<file path="src/rtl/gpio_mask_pkg.sv">
package gpio_mask_pkg;

    // Default geometry of the port.
    localparam int unsigned GPM_PINS       = 8;
    localparam int unsigned GPM_ADDR_W     = 12;
    localparam int unsigned GPM_BUS_W      = 32;
    localparam int unsigned GPM_SYNC_DEPTH = 2;
    localparam logic [11:0] GPM_DIR_OFFS   = 12'h400;

    // Classification of the target of a bus access.
    typedef enum logic [1:0] {
        ACC_NONE  = 2'd0,
        ACC_DATA  = 2'd1,
        ACC_DIR   = 2'd2,
        ACC_OTHER = 2'd3
    } acc_kind_e;

endpackage

</file>
<file path="src/rtl/gpio_sync.sv">
module gpio_sync #(
    parameter int unsigned WIDTH  = 8,
    parameter int unsigned STAGES = 2
) (
    input  logic             clk,
    input  logic             rst_n,
    input  logic [WIDTH-1:0] async_in,
    output logic [WIDTH-1:0] sync_out
);

    logic [WIDTH-1:0] stage_q [STAGES];

    for (genvar s = 0; s < STAGES; s++) begin : g_stage
        always_ff @(posedge clk) begin
            if (!rst_n) begin
                stage_q[s] <= '0;
            end else if (s == 0) begin
                stage_q[s] <= async_in;
            end else begin
                stage_q[s] <= stage_q[(s == 0) ? 0 : s-1];
            end
        end
    end

    assign sync_out = stage_q[STAGES-1];

endmodule

</file>
<file path="src/rtl/gpio_addr_decode.sv">
module gpio_addr_decode
    import gpio_mask_pkg::*;
#(
    parameter int unsigned PINS     = 8,
    parameter int unsigned ADDR_W   = 12,
    parameter logic [11:0] DIR_OFFS = 12'h400
) (
    input  logic              sel,
    input  logic [ADDR_W-1:0] addr,
    output acc_kind_e         kind,
    output logic [PINS-1:0]   mask
);

    localparam int unsigned MASK_LSB = 2;
    localparam int unsigned WIN_TOP  = PINS + MASK_LSB;

    logic [ADDR_W-1:0] dir_addr;
    logic              in_window;
    logic              is_dir;
    logic [1:0]        unused_byte_lane;

    assign dir_addr         = ADDR_W'(DIR_OFFS);
    assign in_window        = (addr[ADDR_W-1:WIN_TOP] == '0);
    assign is_dir           = (addr[ADDR_W-1:MASK_LSB] == dir_addr[ADDR_W-1:MASK_LSB]);
    assign mask             = addr[WIN_TOP-1:MASK_LSB];
    assign unused_byte_lane = addr[1:0];

    always_comb begin
        if (!sel) begin
            kind = ACC_NONE;
        end else if (in_window) begin
            kind = ACC_DATA;
        end else if (is_dir) begin
            kind = ACC_DIR;
        end else begin
            kind = ACC_OTHER;
        end
    end

endmodule

</file>
<file path="src/rtl/gpio_read_mux.sv">
module gpio_read_mux
    import gpio_mask_pkg::*;
#(
    parameter int unsigned PINS  = 8,
    parameter int unsigned BUS_W = 32
) (
    input  acc_kind_e        kind,
    input  logic [PINS-1:0]  mask,
    input  logic [PINS-1:0]  data_reg,
    input  logic [PINS-1:0]  dir_reg,
    input  logic [PINS-1:0]  pin_sync,
    output logic [BUS_W-1:0] word
);

    logic [PINS-1:0] pin_view;

    // Per pin: output pins reflect the register, input pins the pad.
    for (genvar p = 0; p < PINS; p++) begin : g_pin
        assign pin_view[p] = dir_reg[p] ? data_reg[p] : pin_sync[p];
    end

    always_comb begin
        word = '0;
        unique case (kind)
            ACC_DATA: word[PINS-1:0] = pin_view & mask;
            ACC_DIR:  word[PINS-1:0] = dir_reg;
            default:  word = '0;
        endcase
    end

endmodule

</file>
<file path="src/rtl/gpio_mask_port.sv">
module gpio_mask_port
    import gpio_mask_pkg::*;
#(
    parameter int unsigned PINS       = GPM_PINS,
    parameter int unsigned ADDR_W     = GPM_ADDR_W,
    parameter int unsigned BUS_W      = GPM_BUS_W,
    parameter int unsigned SYNC_DEPTH = GPM_SYNC_DEPTH,
    parameter logic [11:0] DIR_OFFS   = GPM_DIR_OFFS
) (
    input  logic              clk,
    input  logic              rst_n,
    input  logic              bus_sel,
    input  logic              bus_wr,
    input  logic [ADDR_W-1:0] bus_addr,
    input  logic [BUS_W-1:0]  bus_wdata,
    output logic [BUS_W-1:0]  bus_rdata,
    input  logic [PINS-1:0]   pad_in,
    output logic [PINS-1:0]   pad_out,
    output logic [PINS-1:0]   pad_oe
);

    typedef struct packed {
        logic [PINS-1:0]  data;
        logic [PINS-1:0]  dir;
        logic [BUS_W-1:0] rdata;
    } port_state_t;

    port_state_t     st_d, st_q;
    acc_kind_e       acc_kind;
    logic [PINS-1:0] acc_mask;
    logic [PINS-1:0] pin_sync;
    logic [BUS_W-1:0] rd_word;
    logic [BUS_W-1:0] unused_wdata;

    assign unused_wdata = bus_wdata;

    gpio_sync #(
        .WIDTH  (PINS),
        .STAGES (SYNC_DEPTH)
    ) u_sync (
        .clk      (clk),
        .rst_n    (rst_n),
        .async_in (pad_in),
        .sync_out (pin_sync)
    );

    gpio_addr_decode #(
        .PINS     (PINS),
        .ADDR_W   (ADDR_W),
        .DIR_OFFS (DIR_OFFS)
    ) u_decode (
        .sel  (bus_sel),
        .addr (bus_addr),
        .kind (acc_kind),
        .mask (acc_mask)
    );

    gpio_read_mux #(
        .PINS  (PINS),
        .BUS_W (BUS_W)
    ) u_rmux (
        .kind     (acc_kind),
        .mask     (acc_mask),
        .data_reg (st_q.data),
        .dir_reg  (st_q.dir),
        .pin_sync (pin_sync),
        .word     (rd_word)
    );

    always_comb begin
        st_d = st_q;
        if (acc_kind != ACC_NONE) begin
            if (bus_wr) begin
                unique case (acc_kind)
                    ACC_DATA: st_d.data = (st_q.data & ~acc_mask)
                                        | (bus_wdata[PINS-1:0] & acc_mask);
                    ACC_DIR:  st_d.dir  = bus_wdata[PINS-1:0];
                    default:  ;
                endcase
            end else begin
                st_d.rdata = rd_word;
            end
        end
    end

    always_ff @(posedge clk) begin
        if (!rst_n) begin
            st_q <= '0;
        end else begin
            st_q <= st_d;
        end
    end

    assign bus_rdata = st_q.rdata;
    assign pad_out   = st_q.data;
    assign pad_oe    = st_q.dir;

endmodule

</file>
<file path="config.mk">
export PLATFORM = sky130hd
export DESIGN_NAME = gpio_mask_port
export DESIGN_NICKNAME = d
export VERILOG_FILES = /design/src/rtl/gpio_mask_pkg.sv /design/src/rtl/gpio_sync.sv /design/src/rtl/gpio_addr_decode.sv /design/src/rtl/gpio_read_mux.sv /design/src/rtl/gpio_mask_port.sv
export SDC_FILE = /design/constraint.sdc
export NUM_CORES = 1
export LEC_CHECK = 0
export BUFFER_PORTS_ARGS = -buffer_cell sky130_fd_sc_hd__buf_2
export CORE_MARGIN = 5
export CORE_UTILIZATION = 55
export CTS_CLUSTER_DIAMETER = 60
export DETAILED_ROUTE_END_ITERATION = 8
export GPL_ROUTABILITY_DRIVEN = 0
export PLACE_DENSITY = 0.9
export RECOVER_POWER = 50
export SYNTH_ARGS = -nofsm -noshare
export SYNTH_HDL_FRONTEND = slang
export SYNTH_HIERARCHICAL = 1
export SYNTH_SLANG_ARGS = --single-unit
</file>
<file path="constraint.sdc">
create_clock -name clk -period 2.35 [get_ports clk]
set_input_delay 0.235 -clock clk [delete_from_list [all_inputs] [get_ports clk]]
set_output_delay 0.235 -clock clk [all_outputs]
set_load 0.005 [all_outputs]
</file>
# Word-level counts from Yosys, hierarchy flattened
# Memory sizes are Yosys's and may differ from the RTL's.
# Index checks and enable logic that the tools add are counted.
totals:
  ff_bits: 24
  ram_bits: 16
  input_bits: 56
  out_inout_bits: 48
  n_memories: 1
classes:
  n_eq_ne: 3
  mux: 16
  bitwise: 8
  n_reduce_logical: 5
memory_table:
  columns: ["memory", "depth", "word_bits", "read_ports", "rd_ports_with_merged_regs", "write_ports", "line", "source"]
  rows:
  - ["u_sync.stage_q", 2, 8, 2, 0, 2, "gpio_sync.sv:11", "logic [WIDTH-1:0] stage_q [STAGES];"]
op_table:
  columns: ["operator", "n"]
  rows:
  - ["AND 8 bit", 3]
  - ["2-to-1 mux 8 bit", 2]
  - ["one-hot mux 8 bit (2 select lines)", 1]
  - ["2-to-1 mux 1 bit", 11]
  - ["equality test 10 x 9 -> 1 bit, second input constant", 1]
  - ["NOT 8 bit", 1]
  - ["bitwise OR 8 bit", 1]
  - ["AND reduction 3 bit", 2]
  - ["2-to-1 mux 2 bit", 2]
  - ["equality test 2 x 1 -> 1 bit, second input constant", 1]
  - ["equality test 2 bit, second input constant", 1]
  - ["zero test 2 bit", 1]
  - ["bitwise OR 1 bit", 2]
  - ["AND reduction 2 bit", 1]
  - ["nonzero test 2 bit", 1]
  - ["NOT 1 bit", 1]

# Longest topological paths before layout
depth:
  word_depth: 6
  mapped_depth: 9
  depth_no_buf: 8

# Hierarchy
# Netlist, hierarchy kept.
by_module_without_submodules:
  columns: ["mod", "instances", "cells_each", "area_per_inst_um2", "seq_area_each_um2"]
  rows:
  - ["gpio_mask_port", 1, 211, 1985.7, 960.9]
  - ["gpio_read_mux", 1, 56, 449.2, 0.0]
  - ["gpio_sync", 1, 33, 446.7, 320.3]
  - ["gpio_addr_decode", 1, 15, 102.6, 0.0]

# Least setup slack after synthesis
# No wires, ideal clock.
synth_path:
  kind: "input -> register"
  start: "in bus_addr[10]"
  end: "reg st_q, in the netlist bus_rdata[1]"
  arrival_ns: 1.378
  required_time_ns: 2.231
  path_slack_ns: 0.853
  path_stages: 8
  n_path_buf: 1
  path_cell_list: "nor4b_2 > a31oi_1 > inv_1 > ha_1 > buf_1 > nor2_1 > nand2_1 > mux2i_1"
synth_via:
  elab_chain_len: 6
  elab_cells_between_ends: 10
  classes_between: "eq/ne: 3; mux: 4; reduce/logical: 3"
synth_rtl:
  columns: ["item", "line", "source"]
  rows:
  - ["start, declared", "gpio_mask_port.sv:14", "input logic [ADDR_W-1:0] bus_addr,"]
  - ["equality test 10 x 9 -> 1 bit", "gpio_addr_decode.sv:24", "assign is_dir = (addr[ADDR_W-1:MASK_LSB] == dir_addr[ADDR_W-1:MASK_LSB]);"]
  - ["2-to-1 mux 1 bit", "gpio_addr_decode.sv:33", "end else if (is_dir) begin"]
  - ["2-to-1 mux 2 bit *", "gpio_addr_decode.sv:31", "end else if (in_window) begin"]
  - ["2-to-1 mux 2 bit *", "gpio_addr_decode.sv:29", "if (!sel) begin"]
  - ["named net acc_kind[0]", "gpio_mask_port.sv:29", "acc_kind_e acc_kind;"]
  - ["equality test 2 bit or equality test 2 x 1 -> 1 bit (tied branches)", "gpio_read_mux.sv:24", "unique case (kind)"]
  - ["one-hot mux 8 bit (2 select lines) *", "gpio_read_mux.sv:24", null]
  - ["named net rd_word[1]", "gpio_mask_port.sv:32", "logic [BUS_W-1:0] rd_word;"]
  - ["end signal, assigned", "gpio_mask_port.sv:90", "st_q <= st_d;"]
  - ["end, declared", "gpio_mask_port.sv:28", "port_state_t st_d, st_q;"]
# The timed path passes the listed nets; every way through them passes the cells marked *.
# A chain may end at the register's enable or synchronous reset.

# Final worst setup path
layout_path:
  start: "in bus_addr[10]"
  end: "reg st_q, in the netlist bus_rdata[5]"
# Same word-level chain as after synthesis.

==> results.sh <==
export IMPL_first_pass_iters=4
export IMPL_hold_path_class="in -> reg"
export IMPL_overflow=0
export IMPL_tritoncts="done"
export IMPL_clockBufferDepth=2
export IMPL_worst_path_largest_cell_delay_ns=0.54
export IMPL_worstSetupStartpoint="bus_addr[10]"
export IMPL_worstPathArrival_ns=2.05
export IMPL_diodes=0
export IMPL_muxShareOfSynthArea=0.201
export IMPL_ys_types=24
export IMPL_cts_sinks=64
export IMPL_clock_root_buffer="clkbuf_8"
export IMPL_setup_viol=0
export IMPL_critical_path_required_ns=2.61
export IMPL_drive_gt1_frac=0.253
export IMPL_clk_latency_ns=0.33
export IMPL_start_kind="primary input"
export IMPL_post_cts_resized=0
export IMPL_placed_area_um2=3220
export IMPL_r2r_setup_slack_ns=1.03
export IMPL_ys_seq_area_frac=0.429
export IMPL_synth_top_family_by_area="multiplexers"
export IMPL_finalClockSkew_ns=0.00697
export IMPL_start_util=0.573
export IMPL_met2_length_mm=2.87
export IMPL_synth_compound_area_frac=0.0289
export IMPL_syn_instance_count=315
export IMPL_track_usage=0.168
export IMPL_core_um2=5200
export IMPL_yosys_warnings=6
export IMPL_p_int_mw=1.84
export IMPL_ir_worst_vdd_uv=523
export IMPL_holdWs_ns=0.117
export IMPL_min_from="pad_in[2]"
export IMPL_max_freq_mhz=557
export IMPL_detail_route_iter0_violations=148
export IMPL_synth_xor_area_frac=0
export IMPL_async_flop_share=0
export IMPL_die_h_um=83.7
export IMPL_status="complete, but fails checks"
export IMPL_numCtsBuffers=9
export IMPL_ys_ff_latch=64
export IMPL_worst_path_max_fanout=9
export IMPL_avgSynthCellArea_um2=9.47
export IMPL_switching_share=0.242
export IMPL_multi_input_area_um2=1390
export IMPL_min_period_ns=1.80
export IMPL_tightest_slew_ns=1.75
export IMPL_die_area_um2=7000
export IMPL_violations="max-capacitance violations, max-slew violations"
export IMPL_syn_area_um2=2980
export IMPL_seqPwrFrac=0.476
export IMPL_die_x_um=83.7
export IMPL_postLayoutSetupSlackWorst_ns=0.553
export IMPL_antenna_found_initial=0
export IMPL_grt_pass1_wl_mm=9.52
export IMPL_fill_cells=457
export IMPL_drc=0
export IMPL_worstReg2RegStart="pad_oe[4]"
export IMPL_worstSetupPathType="in -> reg"
export IMPL_design_area_um2=3390
export IMPL_drv_cap=1
export IMPL_wl_met1_mm=2.49
export IMPL_cts_setup_buffers=0
export IMPL_synth_fa_ha_area_frac=0.00839
export IMPL_htreeDepth=3
export IMPL_p_leak_nw=1.59
export IMPL_wl_mm=5.83
export IMPL_relSlewSlack=-0.165
export IMPL_pre_cts_slack_ns=0.340
export IMPL_synth_edff_count=0
export IMPL_ys_flop_type="dfxtp_1"
export IMPL_vias_per_cell=4.79
export IMPL_grt_pass1_vias=2084
export IMPL_layout_nets=436
export IMPL_power_mw=2.43
export IMPL_dp_hpwl_mm=4.10
export IMPL_num_rows=26
export IMPL_wl_met3_um=303
export IMPL_power_switching_uw=587
export IMPL_comb_power_share=0.098
export IMPL_hold_violations=0
export IMPL_routedWlPerCell_um=12.9
export IMPL_synth_simple_area_share=0.196
export IMPL_hold_buffers=0
export IMPL_num_io_pins=104
export IMPL_vias=2172
export IMPL_powerDensity_nw_per_um2=715
export IMPL_grt_max_degree=105
export IMPL_dp_cells=437
export IMPL_syn_to_final_growth_pct=13.7
export IMPL_regArea_um2=1280
export IMPL_clock_power_share=0.426
export IMPL_antenna_left=0
export IMPL_top_layer="met4"
export IMPL_path_clk_slew_ns=0.07
export IMPL_tns_ns=0
export IMPL_final_cells=453
export IMPL_report_final_slew_viol_count=105
export IMPL_crit_chain="buf_2, nor4b_2, a31oi_1, ha_1, a32oi_1, nor2_1, nand2_1, mux2i_1"
export IMPL_critPathSlowestCell="a31oi_1"
export IMPL_rsz0062_at_grt="false"
export IMPL_io_buffers=77
export IMPL_min_period_over_period=0.764
export IMPL_end_kind="flop"
export IMPL_post_route_util=0.652
-- area by class of cell --
cell class                 count  area share
clock buffer                   9      0.0365
clock inverter                 7      0.0284
inverter                       3     0.00332
multi-input combinational    218       0.409
sequential                    64       0.378
tap                           70      0.0258
timing repair buffer          82       0.119
-- critical path, delay by kind of cell --
kind / cells / cell delay [ns]
compound gates: 2 / 0.70
fa+ha+maj: 1 / 0.46
simple gates: 3 / 0.34
mux: 1 / 0.21
buf+inv: 1 / 0.10
-- synth_stat cells, types with 2 or more instances --
master	count	area [um2]
a32oi_1	8	70.1
and2_1	4	25.0
and2_2	12	90.1
buf_2	5	25.0
buf_4	32	240
buf_6	4	45.0
buf_8	3	45.0
clkbuf_1	7	26.3
dfxtp_1	64	1280
ha_1	2	25.0
inv_1	3	11.3
mux2_4	8	120
mux2i_1	48	480
nand2_1	88	330
nand4b_1	8	70.1
nor2_1	11	41.3
-- metal layers --
layer  GRT usage  vias to the layer above
li1            -                     1104
met1       0.200                      977
met2       0.287                       73
met3      0.0306                       18
met4      0.0877                        0
met5           0                        -
-- logic make-up after synthesis --
logic type	Yosys count
flip-flops	64
buffers and inverters	56
adder cells (fa/ha/maj)	2
AND/OR/NAND/NOR	126
multiplexers	56
AO/OA/AOI/OAI	10
other	1
-- final timing paths --
check	to	cells past startpoint
max reg2reg	bus_rdata[4]	5
min	u_sync/stage_q[0][2]	2
max	bus_rdata[5]	8
min reg2reg	u_sync/stage_q[1][1]	1
-- cells in the final DEF (no fill, tap or decap), types with 2 or more instances in the layout --
cell type and count:
a32oi_1 8, and2_0 3, and2_2 12, buf_2 54, buf_4 3, bufinv_16 2, clkbuf_1 23, clkbuf_8 9
clkinvlp_4 3, conb_1 24, dfxtp_1 64, ha_1 2, inv_1 3, mux2_4 8, mux2i_1 48, nand2_1 88
nand4b_1 8, nor2_1 11
-- power groups by stage --
stage	clock network, mW	registers (mW)	logic, mW
finish	1.03	1.15	0.238
CTS	1.05	1.15	0.245
global route	1.10	1.16	0.264
global placement	0	1.18	0.238
floorplan	0	1.18	0.201
detailed placement	0	1.18	0.243
Note: power is estimated with default switching activity, not from simulation.
